File: src/rtl/dma_pkg.sv
package dma_pkg;

    typedef enum logic [1:0] {
        AM_INC     = 2'b00,
        AM_DEC     = 2'b01,
        AM_FIX_MEM = 2'b10,
        AM_FIX_IO  = 2'b11
    } addr_mode_e;

    typedef enum logic [1:0] {
        ST_IDLE  = 2'b00,
        ST_READ  = 2'b01,
        ST_WRITE = 2'b10
    } xfer_state_e;

    // mode word: [1:0] source mode, [3:2] destination mode,
    // [4] edge sense, [5] interrupt enable, [6] request pin as output
    typedef struct packed {
        logic       pin_out;
        logic       int_en;
        logic       edge_sense;
        addr_mode_e dst;
        addr_mode_e src;
    } mode_t;

    localparam int MODE_W = $bits(mode_t);

    localparam logic [2:0] RSEL_SRC  = 3'd0;
    localparam logic [2:0] RSEL_DST  = 3'd1;
    localparam logic [2:0] RSEL_CNT  = 3'd2;
    localparam logic [2:0] RSEL_MODE = 3'd3;
    localparam logic [2:0] RSEL_CTL  = 3'd4;

    localparam int CTL_EN  = 0;
    localparam int CTL_INH = 1;

endpackage

File: src/rtl/dma_addr_step.sv
module dma_addr_step
    import dma_pkg::*;
#(
    parameter int AW = 20
) (
    input  addr_mode_e      mode,
    input  logic [AW-1:0]   cur,
    output logic [AW-1:0]   nxt
);

    always_comb begin
        unique case (mode)
            AM_INC:  nxt = cur + AW'(1);
            AM_DEC:  nxt = cur - AW'(1);
            default: nxt = cur;
        endcase
    end

endmodule

File: src/rtl/dma_req_sel.sv
// Request source selection. The address width must equal IOW + 4.
module dma_req_sel
    import dma_pkg::*;
#(
    parameter int AW      = 20,
    parameter int IOW     = 16,
    parameter int SER_LSB = 4,
    parameter logic [IOW-SER_LSB-1:0] SER_PAGE = 'h00C
) (
    input  logic          clk,
    input  logic          rst_n,
    input  logic          ext_req,
    input  logic          edge_sense,
    input  logic          armed,
    input  logic          take,
    input  addr_mode_e    src_mode,
    input  addr_mode_e    dst_mode,
    input  logic [AW-1:0] src_addr,
    input  logic [AW-1:0] dst_addr,
    input  logic          tx_empty,
    input  logic          rx_full,
    output logic          req
);

    typedef struct packed {
        logic s1;
        logic s2;
        logic s3;
        logic pend;
    } sync_t;

    sync_t q, d;

    logic          dst_io, src_io, any_io, ser_hit, ext_ok, rise, ext_now;
    logic [AW-1:0] io_addr;
    logic          unused_bits;

    always_comb begin
        dst_io  = (dst_mode == AM_FIX_IO);
        src_io  = (src_mode == AM_FIX_IO);
        any_io  = dst_io | src_io;
        io_addr = dst_io ? dst_addr : src_addr;
        ser_hit = any_io && (io_addr[IOW-1:SER_LSB] == SER_PAGE);
        ext_ok  = !any_io || !(io_addr[IOW] | io_addr[IOW+1] | io_addr[IOW+3]);
        rise    = q.s2 & ~q.s3;
        ext_now = edge_sense ? q.pend : q.s2;

        d      = q;
        d.s1   = ext_req;
        d.s2   = q.s1;
        d.s3   = q.s2;
        if (!armed)     d.pend = 1'b0;
        else if (take)  d.pend = rise;
        else            d.pend = q.pend | rise;

        if (!armed)       req = 1'b0;
        else if (ser_hit) req = dst_io ? tx_empty : rx_full;
        else              req = ext_ok & ext_now;
    end

    assign unused_bits = ^{io_addr[SER_LSB-1:0], io_addr[IOW+2]};

    always_ff @(posedge clk or negedge rst_n) begin
        if (!rst_n) q <= '0;
        else        q <= d;
    end

    // a consumed edge request with no fresh edge leaves nothing pending
    p_edge_consumed_r5: assert property (@(posedge clk) disable iff (!rst_n)
        (armed && take && !rise) |=> !q.pend);

endmodule

File: src/rtl/dma_chan.sv
module dma_chan
    import dma_pkg::*;
#(
    parameter int AW      = 20,
    parameter int IOW     = 16,
    parameter int CW      = 16,
    parameter int DW      = 8,
    parameter int SER_LSB = 4,
    parameter logic [IOW-SER_LSB-1:0] SER_PAGE = 'h00C
) (
    input  logic          clk,
    input  logic          rst_n,
    input  logic          reg_we,
    input  logic [2:0]    reg_sel,
    input  logic [AW-1:0] reg_wdata,
    input  logic          ext_req,
    input  logic          ser_tx_empty,
    input  logic          ser_rx_full,
    output logic [AW-1:0] bus_addr,
    output logic          bus_io,
    output logic          bus_rd,
    output logic          bus_wr,
    output logic [DW-1:0] bus_wdata,
    input  logic [DW-1:0] bus_rdata,
    output logic          tend,
    output logic          irq,
    output logic          chan_en,
    output logic          req_pin_oe
);

    localparam int NSIDE = 2;
    localparam int UPW   = AW - IOW;

    typedef struct packed {
        logic [AW-1:0] src;
        logic [AW-1:0] dst;
        logic [CW-1:0] cnt;
        mode_t         mode;
        logic          en;
        logic          eot;
        xfer_state_e   st;
        logic [DW-1:0] data;
    } chan_t;

    chan_t q, d;

    logic          req, take, last;
    logic [AW-1:0] side_cur  [NSIDE];
    addr_mode_e    side_mode [NSIDE];
    logic [AW-1:0] side_nxt  [NSIDE];

    function automatic logic [AW-1:0] bus_view(input addr_mode_e m, input logic [AW-1:0] a);
        return (m == AM_FIX_IO) ? {{UPW{1'b0}}, a[IOW-1:0]} : a;
    endfunction

    always_comb begin
        side_cur[0]  = q.src;
        side_mode[0] = q.mode.src;
        side_cur[1]  = q.dst;
        side_mode[1] = q.mode.dst;
    end

    genvar g;
    generate
        for (g = 0; g < NSIDE; g++) begin : g_side
            dma_addr_step #(.AW(AW)) u_step (
                .mode (side_mode[g]),
                .cur  (side_cur[g]),
                .nxt  (side_nxt[g])
            );
        end
    endgenerate

    dma_req_sel #(
        .AW(AW), .IOW(IOW), .SER_LSB(SER_LSB), .SER_PAGE(SER_PAGE)
    ) u_req (
        .clk        (clk),
        .rst_n      (rst_n),
        .ext_req    (ext_req),
        .edge_sense (q.mode.edge_sense),
        .armed      (q.en),
        .take       (take),
        .src_mode   (q.mode.src),
        .dst_mode   (q.mode.dst),
        .src_addr   (q.src),
        .dst_addr   (q.dst),
        .tx_empty   (ser_tx_empty),
        .rx_full    (ser_rx_full),
        .req        (req)
    );

    always_comb begin
        last = (q.cnt == CW'(1));
        take = (q.st == ST_IDLE) && q.en && req;
        d    = q;

        // byte sequencer
        unique case (q.st)
            ST_IDLE: begin
                if (take) d.st = ST_READ;
            end
            ST_READ: begin
                d.data = bus_rdata;
                d.st   = ST_WRITE;
            end
            ST_WRITE: begin
                d.src = side_nxt[0];
                d.dst = side_nxt[1];
                d.cnt = q.cnt - CW'(1);
                d.st  = ST_IDLE;
                if (last) begin
                    d.en  = 1'b0;
                    d.eot = 1'b1;
                end
            end
            default: d.st = ST_IDLE;
        endcase

        // software writes take priority over the sequencer
        if (reg_we) begin
            unique case (reg_sel)
                RSEL_SRC:  d.src  = reg_wdata;
                RSEL_DST:  d.dst  = reg_wdata;
                RSEL_CNT: begin
                    d.cnt = reg_wdata[CW-1:0];
                    d.eot = 1'b0;
                end
                RSEL_MODE: d.mode = mode_t'(reg_wdata[MODE_W-1:0]);
                RSEL_CTL: begin
                    if (!reg_wdata[CTL_INH]) d.en = reg_wdata[CTL_EN];
                end
                default: ;
            endcase
        end
    end

    always_ff @(posedge clk or negedge rst_n) begin
        if (!rst_n) q <= '0;
        else        q <= d;
    end

    always_comb begin
        bus_rd     = (q.st == ST_READ);
        bus_wr     = (q.st == ST_WRITE);
        bus_wdata  = q.data;
        bus_addr   = '0;
        bus_io     = 1'b0;
        if (bus_rd) begin
            bus_addr = bus_view(q.mode.src, q.src);
            bus_io   = (q.mode.src == AM_FIX_IO);
        end else if (bus_wr) begin
            bus_addr = bus_view(q.mode.dst, q.dst);
            bus_io   = (q.mode.dst == AM_FIX_IO);
        end
        tend       = bus_wr && last;
        irq        = q.eot && q.mode.int_en;
        chan_en    = q.en;
        req_pin_oe = q.mode.pin_out && !q.en;
    end

    // strobes exclusive, a read is always followed by its write
    p_strobe_excl_r4: assert property (@(posedge clk) disable iff (!rst_n)
        !(bus_rd && bus_wr));
    p_rd_then_wr_r4: assert property (@(posedge clk) disable iff (!rst_n)
        bus_rd |=> bus_wr);
    p_wr_after_rd_r4: assert property (@(posedge clk) disable iff (!rst_n)
        (bus_wr && !$past(!rst_n)) |-> $past(bus_rd));
    // I/O space cycles carry only a 16-bit address
    p_io_upper_zero_r2: assert property (@(posedge clk) disable iff (!rst_n)
        bus_io |-> (bus_addr[AW-1:IOW] == '0));
    // end pulse only on a write, and the channel stops after it
    p_tend_on_wr_r8: assert property (@(posedge clk) disable iff (!rst_n)
        tend |-> bus_wr);
    p_tend_stop_r8: assert property (@(posedge clk) disable iff (!rst_n)
        (tend && !reg_we) |=> (!chan_en && q.eot));
    // a count write clears the interrupt
    p_irq_clear_r9: assert property (@(posedge clk) disable iff (!rst_n)
        (reg_we && reg_sel == RSEL_CNT) |=> !irq);
    // inhibited control write keeps the enable
    p_inhibit_r7: assert property (@(posedge clk) disable iff (!rst_n)
        (reg_we && reg_sel == RSEL_CTL && reg_wdata[CTL_INH] && !bus_wr) |=> $stable(chan_en));
    // the shared pin is never driven while the channel runs
    p_pin_input_r12: assert property (@(posedge clk) disable iff (!rst_n)
        chan_en |-> !req_pin_oe);
    // a disabled idle channel starts no cycle
    p_idle_quiet_r3: assert property (@(posedge clk) disable iff (!rst_n)
        (!chan_en && !bus_rd && !reg_we) |=> !bus_rd);

endmodule

File: config.mk
export PLATFORM = sky130hd
export DESIGN_NAME = dma_chan
export DESIGN_NICKNAME = d
export VERILOG_FILES = /design/src/rtl/dma_pkg.sv /design/src/rtl/dma_addr_step.sv /design/src/rtl/dma_req_sel.sv /design/src/rtl/dma_chan.sv
export SDC_FILE = /design/constraint.sdc
export NUM_CORES = 1
export LEC_CHECK = 0
export BUFFER_PORTS_ARGS = -buffer_cell sky130_fd_sc_hd__buf_2
export CAP_MARGIN = 15
export CORE_ASPECT_RATIO = 1.75
export CORE_UTILIZATION = 30
export CTS_CLUSTER_DIAMETER = 150
export DETAILED_ROUTE_END_ITERATION = 6
export GPL_TIMING_DRIVEN = 0
export SYNTH_ARGS = -nofsm -noshare
export SYNTH_HDL_FRONTEND = slang
export SYNTH_HIERARCHICAL = 1
export SYNTH_SLANG_ARGS = --single-unit
export TNS_END_PERCENT = 50
File: constraint.sdc
create_clock -name clk -period 8 [get_ports clk]
set_clock_uncertainty 0.15 [all_clocks]
set_input_delay 1.2 -clock clk [delete_from_list [all_inputs] [get_ports clk]]
set_output_delay 1.2 -clock clk [all_outputs]
set_load 0.005 [all_outputs]
==> flow_summary_export.csv, run 1 <==
group,metric,value,unit
worst_setup_path,cp-start-kind,"register",
yosys,synth_top_cell_by_area,"dfrtp_1",
power,p_clk_share,19.5,%
run_status,status,"finished, final reports clean",
timing,finalSetupViolations,0,
grt,grt_pass1_wl,31000,um
die,die_width,108,um
timing,slew_viol_final,0,
yosys,synth-seq-area-share,33.3,%
yosys,yosys_warnings,6,
clock_network,clock_latency,340,ps
routing,firstDrtPassIters,5,
yosys,synthCells,666,
yosys,synth_top_flop_cell,"dfrtp_1",
routing,avgViaCountPerCell,5.55,
worst_setup_path,crit_path_end_kind,"output port",
final_layout,layoutNonFillerInstCount,995,
final_layout,diodes,0,
die,coreArea,19300,sq um
worst_setup_path,slowest_delay,540,ps
place,routabilityCongestion,0.922,
power,p_leak,2.71,nW
clock_network,clk_pin_slew,60,ps
yosys,synth_area,5940,sq um
routing,drt-total-wl,19500,um
yosys,postSynthNetCount,707,
clock_network,cts_root_buffer,"clkbuf_16",
clock_network,clk_path_buf_depth,2,
final_layout,drive_gt1_share,21.4,%
worst_setup_path,required,6650,ps
yosys,synth_common_cells,"nand2_1, dfrtp_1, o21ai_0",
timing,tns,0,ps
final_layout,design_area,6940,sq um
routing,num_vias,5525,
power,ir_drop,0.0941,mV
timing,slew-limit-headroom,33.7,%
routing,wl_per_cell,19.6,um
worst_setup_path,cp_max_fo,9,
yosys,synth-seq-cells,79,
grt,grt_pass1_vias,5712,
yosys,synth_edf_count,0,
timing,final_hold_viol_count,0,
yosys,synthArstFlopShare,100,%
power,power.total,2.27,mW
power,p_int,1.28,mW
power,cellPowerDensity,327,nW/um^2
yosys,synth_top_area_share,33.3,%
die,rows,67,
routing,drt.antenna.violating_nets,0,
grt,globalRouteOverflowTotal,0,
place,placed_area,6630,sq um
place,numPortBuffers,71,
timing,fin_crit_sh,45.1,%
final_layout,nets,790,
routing,drc,0,
grt,antenna_found_initial,0,
final_layout,synthToLayoutAreaGrowth,16.9,%
clock_network,numClockSinks,79,
grt,track_usage,20.3,%
clock_network,cts_hold_buf,0,
place,placed_cells,979,
routing,drt_iter0_drc,261,
timing,rsz0062_at_grt,"false",
run,cap_violations,0,
clock_network,htree_levels,3,
yosys,syn_avg_cell_area,8.92,sq um
die,io_pins,72,
clock_network,numCtsBuffers,9,
clock_network,cts_tree,"built",
yosys,synth_area_leaders,"dfrtp_1, mux2i_1, nand2_1",
yosys,ys_types,67,
timing,tightest_slew,981,ps
clock_network,ctsResizeCount,0,
power,swShare,43.6,%
die,die_h,188,um
power,combPwrFrac,42.1,%
timing,fmax,0.277,GHz
place,post-dp-hpwl,15100,um
grt,grt_max_degree,67,
die,dieArea,20400,sq um
worst_setup_path,critPathArrivalTime,2260,ps
worst_setup_path,crit_chain,"nor4_4, nand4_1, nor4b_2, buf_2",
min_path,hold_class,"register to register",
die,initial_core_util,30.8,%
clock_network,post-cts-setup-buffers,0,
worst_setup_path,worstSetupPathType,"register to output port",
timing,period_minus_slack,3610,ps
worst_setup_path,cp_slowest_cell,"nor4_4",
yosys,yosysMostFrequentCell,"nand2_1",
power,p_sw,0.990,mW
power,seqPwrFrac,38.4,%
critical path, delay by kind of cell, from the launching register on:
family / cells / cell delay [ps]
AND/OR/NAND/NOR: 3 / 1250
flip-flops: 1 / 440
buffers and inverters: 1 / 220
worst paths after layout:
check,from,end,slack [ps],cells past startpoint
setup / recovery,q[22],tend,4390,4
max in group asynchronous,rst_n,q[64],6530,2
hold reg to reg,u_req/d[2],u_req/d[1],210,0
min in group asynchronous,rst_n,u_req/d[2],560,1
setup reg to reg,q[15],q[47],4790,11
hold / removal,u_req/d[2],u_req/d[1],210,0
layout by cell type (no fill, tap or decap), types with 9 or more instances in the layout:
cell | synthesis | final
a21oi_1 | 20 | 20
a22o_1 | 20 | 20
a31oi_1 | 10 | 10
buf_2 | 14 | 84
buf_4 | 8 | 9
clkbuf_1 | 28 | 29
clkbuf_16 | 0 | 9
dfrtp_1 | 79 | 79
mux2_2 | 18 | 18
mux2i_1 | 52 | 52
nand2_1 | 83 | 83
nand3_1 | 13 | 13
nand4_1 | 9 | 9
nor2_1 | 32 | 32
nor3_1 | 23 | 23
nor4_1 | 15 | 15
o21ai_0 | 59 | 59
xnor2_1 | 25 | 25
xor2_1 | 30 | 30
kinds of logic after synthesis:
kind of cell / count (synthesis) / synth area share (%)
AO/OA/AOI/OAI: 148 / 16.1
XOR/XNOR: 55 / 8.11
adder cells (fa/ha/maj): 4 / 0.843
buffers and inverters: 58 / 4.72
flip-flops: 79 / 33.3
multiplexers: 70 / 12.2
AND/OR/NAND/NOR: 252 / 24.7
through the flow:
step           util, %  setup WS (ps)  hold WS [ps]
3_3_place_gp      34.2           4780           208
4_1_cts           36.0           4390           224
5_1_grt           36.0           4300           220
2_1_floorplan        -           5290           181
3_5_place_dp      34.4           4770           210
6_report          36.0           4390           212
flip-flops by register name, summed over array words and instances (netlist names):
| signal | count |
|---|---|
| u_req/d | 2 |
| u_req/q | 2 |
| q | 66 |
| chan_en | 1 |
| bus_wdata | 8 |
power groups by stage:
stage                     sequential [mW]  combinational [mW]  clock, mW
after floorplan                     0.758               0.733          0
after global placement              0.864               0.942          0
after detailed placement            0.869               0.952          0
after CTS                           0.863               0.957      0.451
after global routing                0.896                1.06      0.463
final                               0.871               0.955      0.443
routing by layer:
metal,track usage [%],up-vias,part of all wire [%]
met5,0,-,0
li1,-,2615,-
met1,20.6,2689,36
met3,2.33,61,3.5
met2,37.6,160,54
met4,13.5,0,6.4
cell type report:
class                      count  area [sq um]
buffer                        52           258
clock buffer                  10           229
clock inverter                 6          85.1
fill                        2031         12300
inverter                       6          22.5
multi-input combinational    529          3680
sequential                    79          1980
tap                          241           302
timing repair buffer          72           385
Note: power is estimated with default switching activity, not from simulation.
==> run 2, diff against run 1 <==
==> constraint.sdc (replaced) <==
create_clock -name clk -period 3.5 [get_ports clk]
set_clock_uncertainty 0.15 [all_clocks]
set_input_delay 0.525 -clock clk [delete_from_list [all_inputs] [get_ports clk]]
set_output_delay 0.525 -clock clk [all_outputs]
set_load 0.005 [all_outputs]
==> run 2 against run 1 <==
Net effect:
- power is 130% higher
- non-clock buffer count increased by 1
- first-iteration DRC count down 1.1%
- largest power group unchanged
- critical endpoint is now q[47]
==> flow_summary_export.csv, run 2 (synthesized netlist as in run 1, its figures left out) <==
group,metric,value,unit
routing,maxUsedRoutingLayer,"met4",
die,die_h,188,um
final_layout,largest_register_ffs,66,
place,post-dp-hpwl,15100,um
routing,drt-total-wl,19500,um
worst_setup_path,cp_max_fo,10,
die,io_pins,72,
worst_setup_path,cp-start-kind,"register",
worst_setup_path,r2r.worst_path.cells,11,
grt,grt_max_degree,67,
place,placed_area,6630,sq um
final_layout,regMostFlops,"q",
grt,globalRouteOverflowTotal,0,
routing,wl_per_cell,19.6,um
final_layout,nets,791,
grt,grt_pass1_vias,5710,
clock_network,clk_path_buf_depth,2,
clock_network,cts_root_buffer,"clkbuf_16",
place,routabilityCongestion,0.922,
timing,tightest_slew,1020,ps
min_path,hold_class,"primary input to register",
run,cap_violations,0,
timing,fin_crit_sh,91.5,%
routing,avgViaCountPerCell,5.52,
worst_setup_path,crit_path_end_kind,"register",
routing,wl_met3,636,um
timing,slew_viol_final,0,
worst_setup_path,required,3610,ps
final_layout,design_area,6950,sq um
clock_network,cts_tree,"built",
timing,tns,0,ps
grt,antenna_found_initial,0,
clock_network,htree_levels,3,
die,initial_core_util,30.8,%
min_path,whs_path_depth,1,
routing,drc,0,
power,cellPowerDensity,746,nW/um^2
die,rows,67,
routing,firstDrtPassIters,5,
run_status,status,"finished, final reports clean",
worst_setup_path,critPathArrivalTime,3320,ps
grt,grt_pass1_wl,31000,um
routing,drt_iter0_drc,258,
grt,track_usage,20.2,%
power,p_leak,2.72,nW
power,ir_drop,0.215,mV
routing,wl_met1,7200,um
final_layout,synthToLayoutAreaGrowth,17.0,%
worst_setup_path,worstSetupPathType,"register to register",
clock_network,clk_pin_slew,60,ps
timing,finalSetupViolations,0,
timing,period_minus_slack,3200,ps
die,die_width,108,um
final_layout,layout_commonest_cell,"buf_2",
final_layout,drive_gt1_share,21.3,%
clock_network,clock_latency,340,ps
routing,met2_length,10400,um
final_layout,final_cell_mix,"buf_2, nand2_1, dfrtp_1",
die,dieArea,20400,sq um
routing,num_vias,5494,
timing,final_hold_viol_count,0,
clock_network,numClockSinks,79,
place,numPortBuffers,71,
final_layout,diodes,0,
routing,drt.antenna.violating_nets,0,
die,coreArea,19300,sq um
timing,slew-limit-headroom,31.3,%
timing,fmax,0.312,GHz
timing,rsz0062_at_grt,"false",
clock_network,numCtsBuffers,9,
## run 2: worst paths after layout
path / startpoint / to / slack [ps]
setup / recovery: q[15] / q[47] / 300
min in group asynchronous: rst_n / u_req/d[2] / 430
max in group asynchronous: rst_n / q[64] / 2160
hold reg to reg: u_req/d[2] / u_req/d[1] / 210
setup reg to reg: q[15] / q[47] / 300
hold / removal: ext_req / u_req/d[2] / 130
## run 2: report_power, final
| part | total [mW] | internal, mW | switching, mW |
|---|---|---|---|
| Sequential | 1.99 | 1.27 | 0.715 |
| Clock | 1.01 | 0.622 | 0.388 |
| Combinational | 2.19 | 1.03 | 1.16 |
| Total | 5.18 | 2.92 | 2.26 |
## run 2: what timing repair did
item / 4_1_cts / 5_1_grt
setup buffers: 0 / 0
hold endpoints to repair: 13 / 0
hold buffers: 1 / 0
resized for setup: 0 / 0
## run 2: critical path, cell delays in order, from the launching register on
cell and delay, ps:
dfrtp_1 550, nand2b_1 280, buf_2 270, xnor2_1 90, ha_1 250, nor3_1 220, nand3_1 190, or4_1 440
a21oi_1 270, xor2_1 180, mux2i_1 80, o21ai_0 150
## run 2: cell type report
type / instances / area, sq um
sequential: 79 / 1980
tap: 241 / 302
clock inverter: 6 / 85.1
timing repair buffer: 73 / 395
clock buffer: 10 / 229
fill: 2031 / 12300
multi-input combinational: 529 / 3680
buffer: 52 / 258
inverter: 6 / 22.5
## run 2: metrics by stage
stage	utilization [%]	worst slack (ps)	cells	power (mW)	hold slack, ps
floorplan	-	845	666	3.41	79.4
global placement	34.2	320	978	4.13	208
detailed placement	34.4	339	979	4.16	210
CTS	36.0	306	996	5.19	126
global route	36.0	38.6	996	5.54	125
finish	36.0	296	996	5.18	135
## run 2: metal layers
layer  GRT usage, %  up-vias
met5              0        -
met4           13.7        0
met3           2.43       61
met2           37.5      153
met1           20.5     2667
li1               -     2613
==> run 3, diff against run 2 <==
--- a/config.mk
+++ b/config.mk
@@ -11,7 +11,6 @@
 export CORE_UTILIZATION = 30
 export CTS_CLUSTER_DIAMETER = 150
 export DETAILED_ROUTE_END_ITERATION = 6
-export GPL_TIMING_DRIVEN = 0
 export SYNTH_ARGS = -nofsm -noshare
 export SYNTH_HDL_FRONTEND = slang
 export SYNTH_HIERARCHICAL = 1
==> run 3 against run 2 <==
Net effect:
- power shrank 3.5%
- via count fell by 4.4%
- highest routed layer unchanged
- die area is the same
- utilization shrank 0.79 points
- sequential power rose by 4%
- routed wire length is 7.1% lower
==> flow_summary_export.csv, run 3 (synthesized netlist as in run 1, its figures left out) <==
group,metric,value,unit
run_status,status,"finished, final reports clean",
final_layout,synthToLayoutAreaGrowth,14.5,%
worst_setup_path,worstSetupPathType,"register to register",
final_layout,finalCoreUtilization,35.3,%
clock_network,numCtsBuffers,9,
routing,wl_met3,630,um
routing,wl_met1,6980,um
grt,globalRouteOverflowTotal,0,
power,swShare,44.0,%
timing,slew-limit-headroom,30.4,%
timing,rsz0062_at_grt,"false",
power,p_int,2.80,mW
timing,whs,130,ps
clock_network,cts_hold_buf,0,
place,numPortBuffers,71,
final_layout,design_area,6800,sq um
worst_setup_path,required,3620,ps
final_layout,diodes,0,
power,p_sw,2.20,mW
min_path,hp-start,"ext_req",
routing,drt.antenna.violating_nets,0,
worst_setup_path,crit_path_end_kind,"register",
routing,firstDrtPassIters,4,
grt,grt_max_degree,80,
final_layout,largest_register_ffs,66,
timing,tns,0,ps
final_layout,drive_gt1_share,21.5,%
timing,period_minus_slack,2920,ps
clock_network,post-cts-setup-buffers,0,
routing,avgViaCountPerCell,5.49,
power,combPwrFrac,39.2,%
timing,final_hold_viol_count,0,
clock_network,ctsResizeCount,0,
timing,slew_viol_final,0,
final_layout,nets,753,
worst_setup_path,critPathLaunch,"q[12]",
routing,met2_length,9690,um
grt,grt_pass1_vias,5151,
clock_network,clk_pin_slew,60,ps
power,p_clk_share,19.4,%
clock_network,htree_levels,3,
place,placed_area,6500,sq um
run,cap_violations,0,
place,placed_cells,942,
grt,grt_pass1_wl,28800,um
clock_network,clk_path_buf_depth,2,
worst_setup_path,rr_startpoint,"q[12]",
die,dieArea,20400,sq um
grt,track_usage,18.7,%
worst_setup_path,cp_max_fo,11,
final_layout,layout_commonest_cell,"nand2_1",
routing,drt_iter0_drc,250,
routing,wl_per_cell,18.9,um
die,initial_core_util,30.8,%
routing,num_vias,5255,
place,routabilityCongestion,0.916,
timing,fmax,0.342,GHz
clock_network,numClockSinks,79,
grt,antenna_found_initial,0,
worst_setup_path,cp-start-kind,"register",
timing,fin_ws,575,ps
min_path,hold_class,"primary input to register",
clock_network,cts_tree,"built",
die,die_h,188,um
power,p_leak,2.64,nW
worst_setup_path,critPathArrivalTime,3040,ps
die,rows,67,
power,seqPwrFrac,41.4,%
clock_network,cts_root_buffer,"clkbuf_16",
routing,drt-total-wl,18100,um
power,power.total,5.01,mW
final_layout,layoutNonFillerInstCount,958,
power,cellPowerDensity,736,nW/um^2
die,io_pins,72,
power,ir_drop,0.249,mV
timing,tightest_slew,1040,ps
clock_network,clock_latency,350,ps
routing,maxUsedRoutingLayer,"met4",
final_layout,final_cell_mix,"nand2_1, dfrtp_1, buf_2",
timing,finalSetupViolations,0,
routing,drc,0,
place,post-dp-hpwl,13500,um
final_layout,regMostFlops,"q",
die,coreArea,19300,sq um
timing,fin_crit_sh,83.6,%
place,dp_slack,648,ps
die,die_width,108,um
## run 3: cell types whose count changed in the layout (fill, tap and decap cells not counted), sizes merged
cell / before / now
buf: 96 / 87
bufinv: 2 / 1
clkbuf: 38 / 12
clkinv: 2 / 0
dlygate4sd3: 1 / 0
inv: 6 / 7
## run 3: worst paths after layout
path / to / slack (ps) / cells after the start
max: q[74] / 580 / 8
min: u_req/d[2] / 130 / 1
min in group asynchronous: u_req/d[2] / 200 / 1
max in group asynchronous: q[66] / 2310 / 1
max reg2reg: q[74] / 580 / 8
min reg2reg: u_req/d[1] / 200 / 0
## run 3: power by group through the flow
| stage | clock network [mW] | logic [mW] | registers [mW] |
|---|---|---|---|
| floorplan | 0 | 1.68 | 1.73 |
| global placement | 0 | 1.93 | 2.07 |
| detailed placement | 0 | 1.95 | 2.08 |
| CTS | 0.992 | 1.96 | 2.06 |
| global route | 1.03 | 2.18 | 2.15 |
| finish | 0.970 | 1.96 | 2.07 |
## run 3: per-layer routing
layer / up-vias / track usage, %
met2: 128 / 33.6
li1: 2527 / -
met4: 0 / 10.4
met3: 44 / 2.26
met1: 2556 / 20.8
met5: - / 0
## run 3: layout make-up
cell class	count	area, sq um
timing repair buffer	87	490
clock buffer	12	246
sequential	79	1980
tap	241	302
inverter	6	22.5
clock inverter	4	53.8
fill	1985	12500
multi-input combinational	529	3710
## run 3: critical path, stage by stage, from the launching register on
cell,delay [ps]
dfrtp_1,580
nor2b_1,630
o21ai_0,230
a21oi_1,420
o211ai_1,200
o22ai_1,230
xor2_1,160
mux2i_1,80
o21ai_0,170
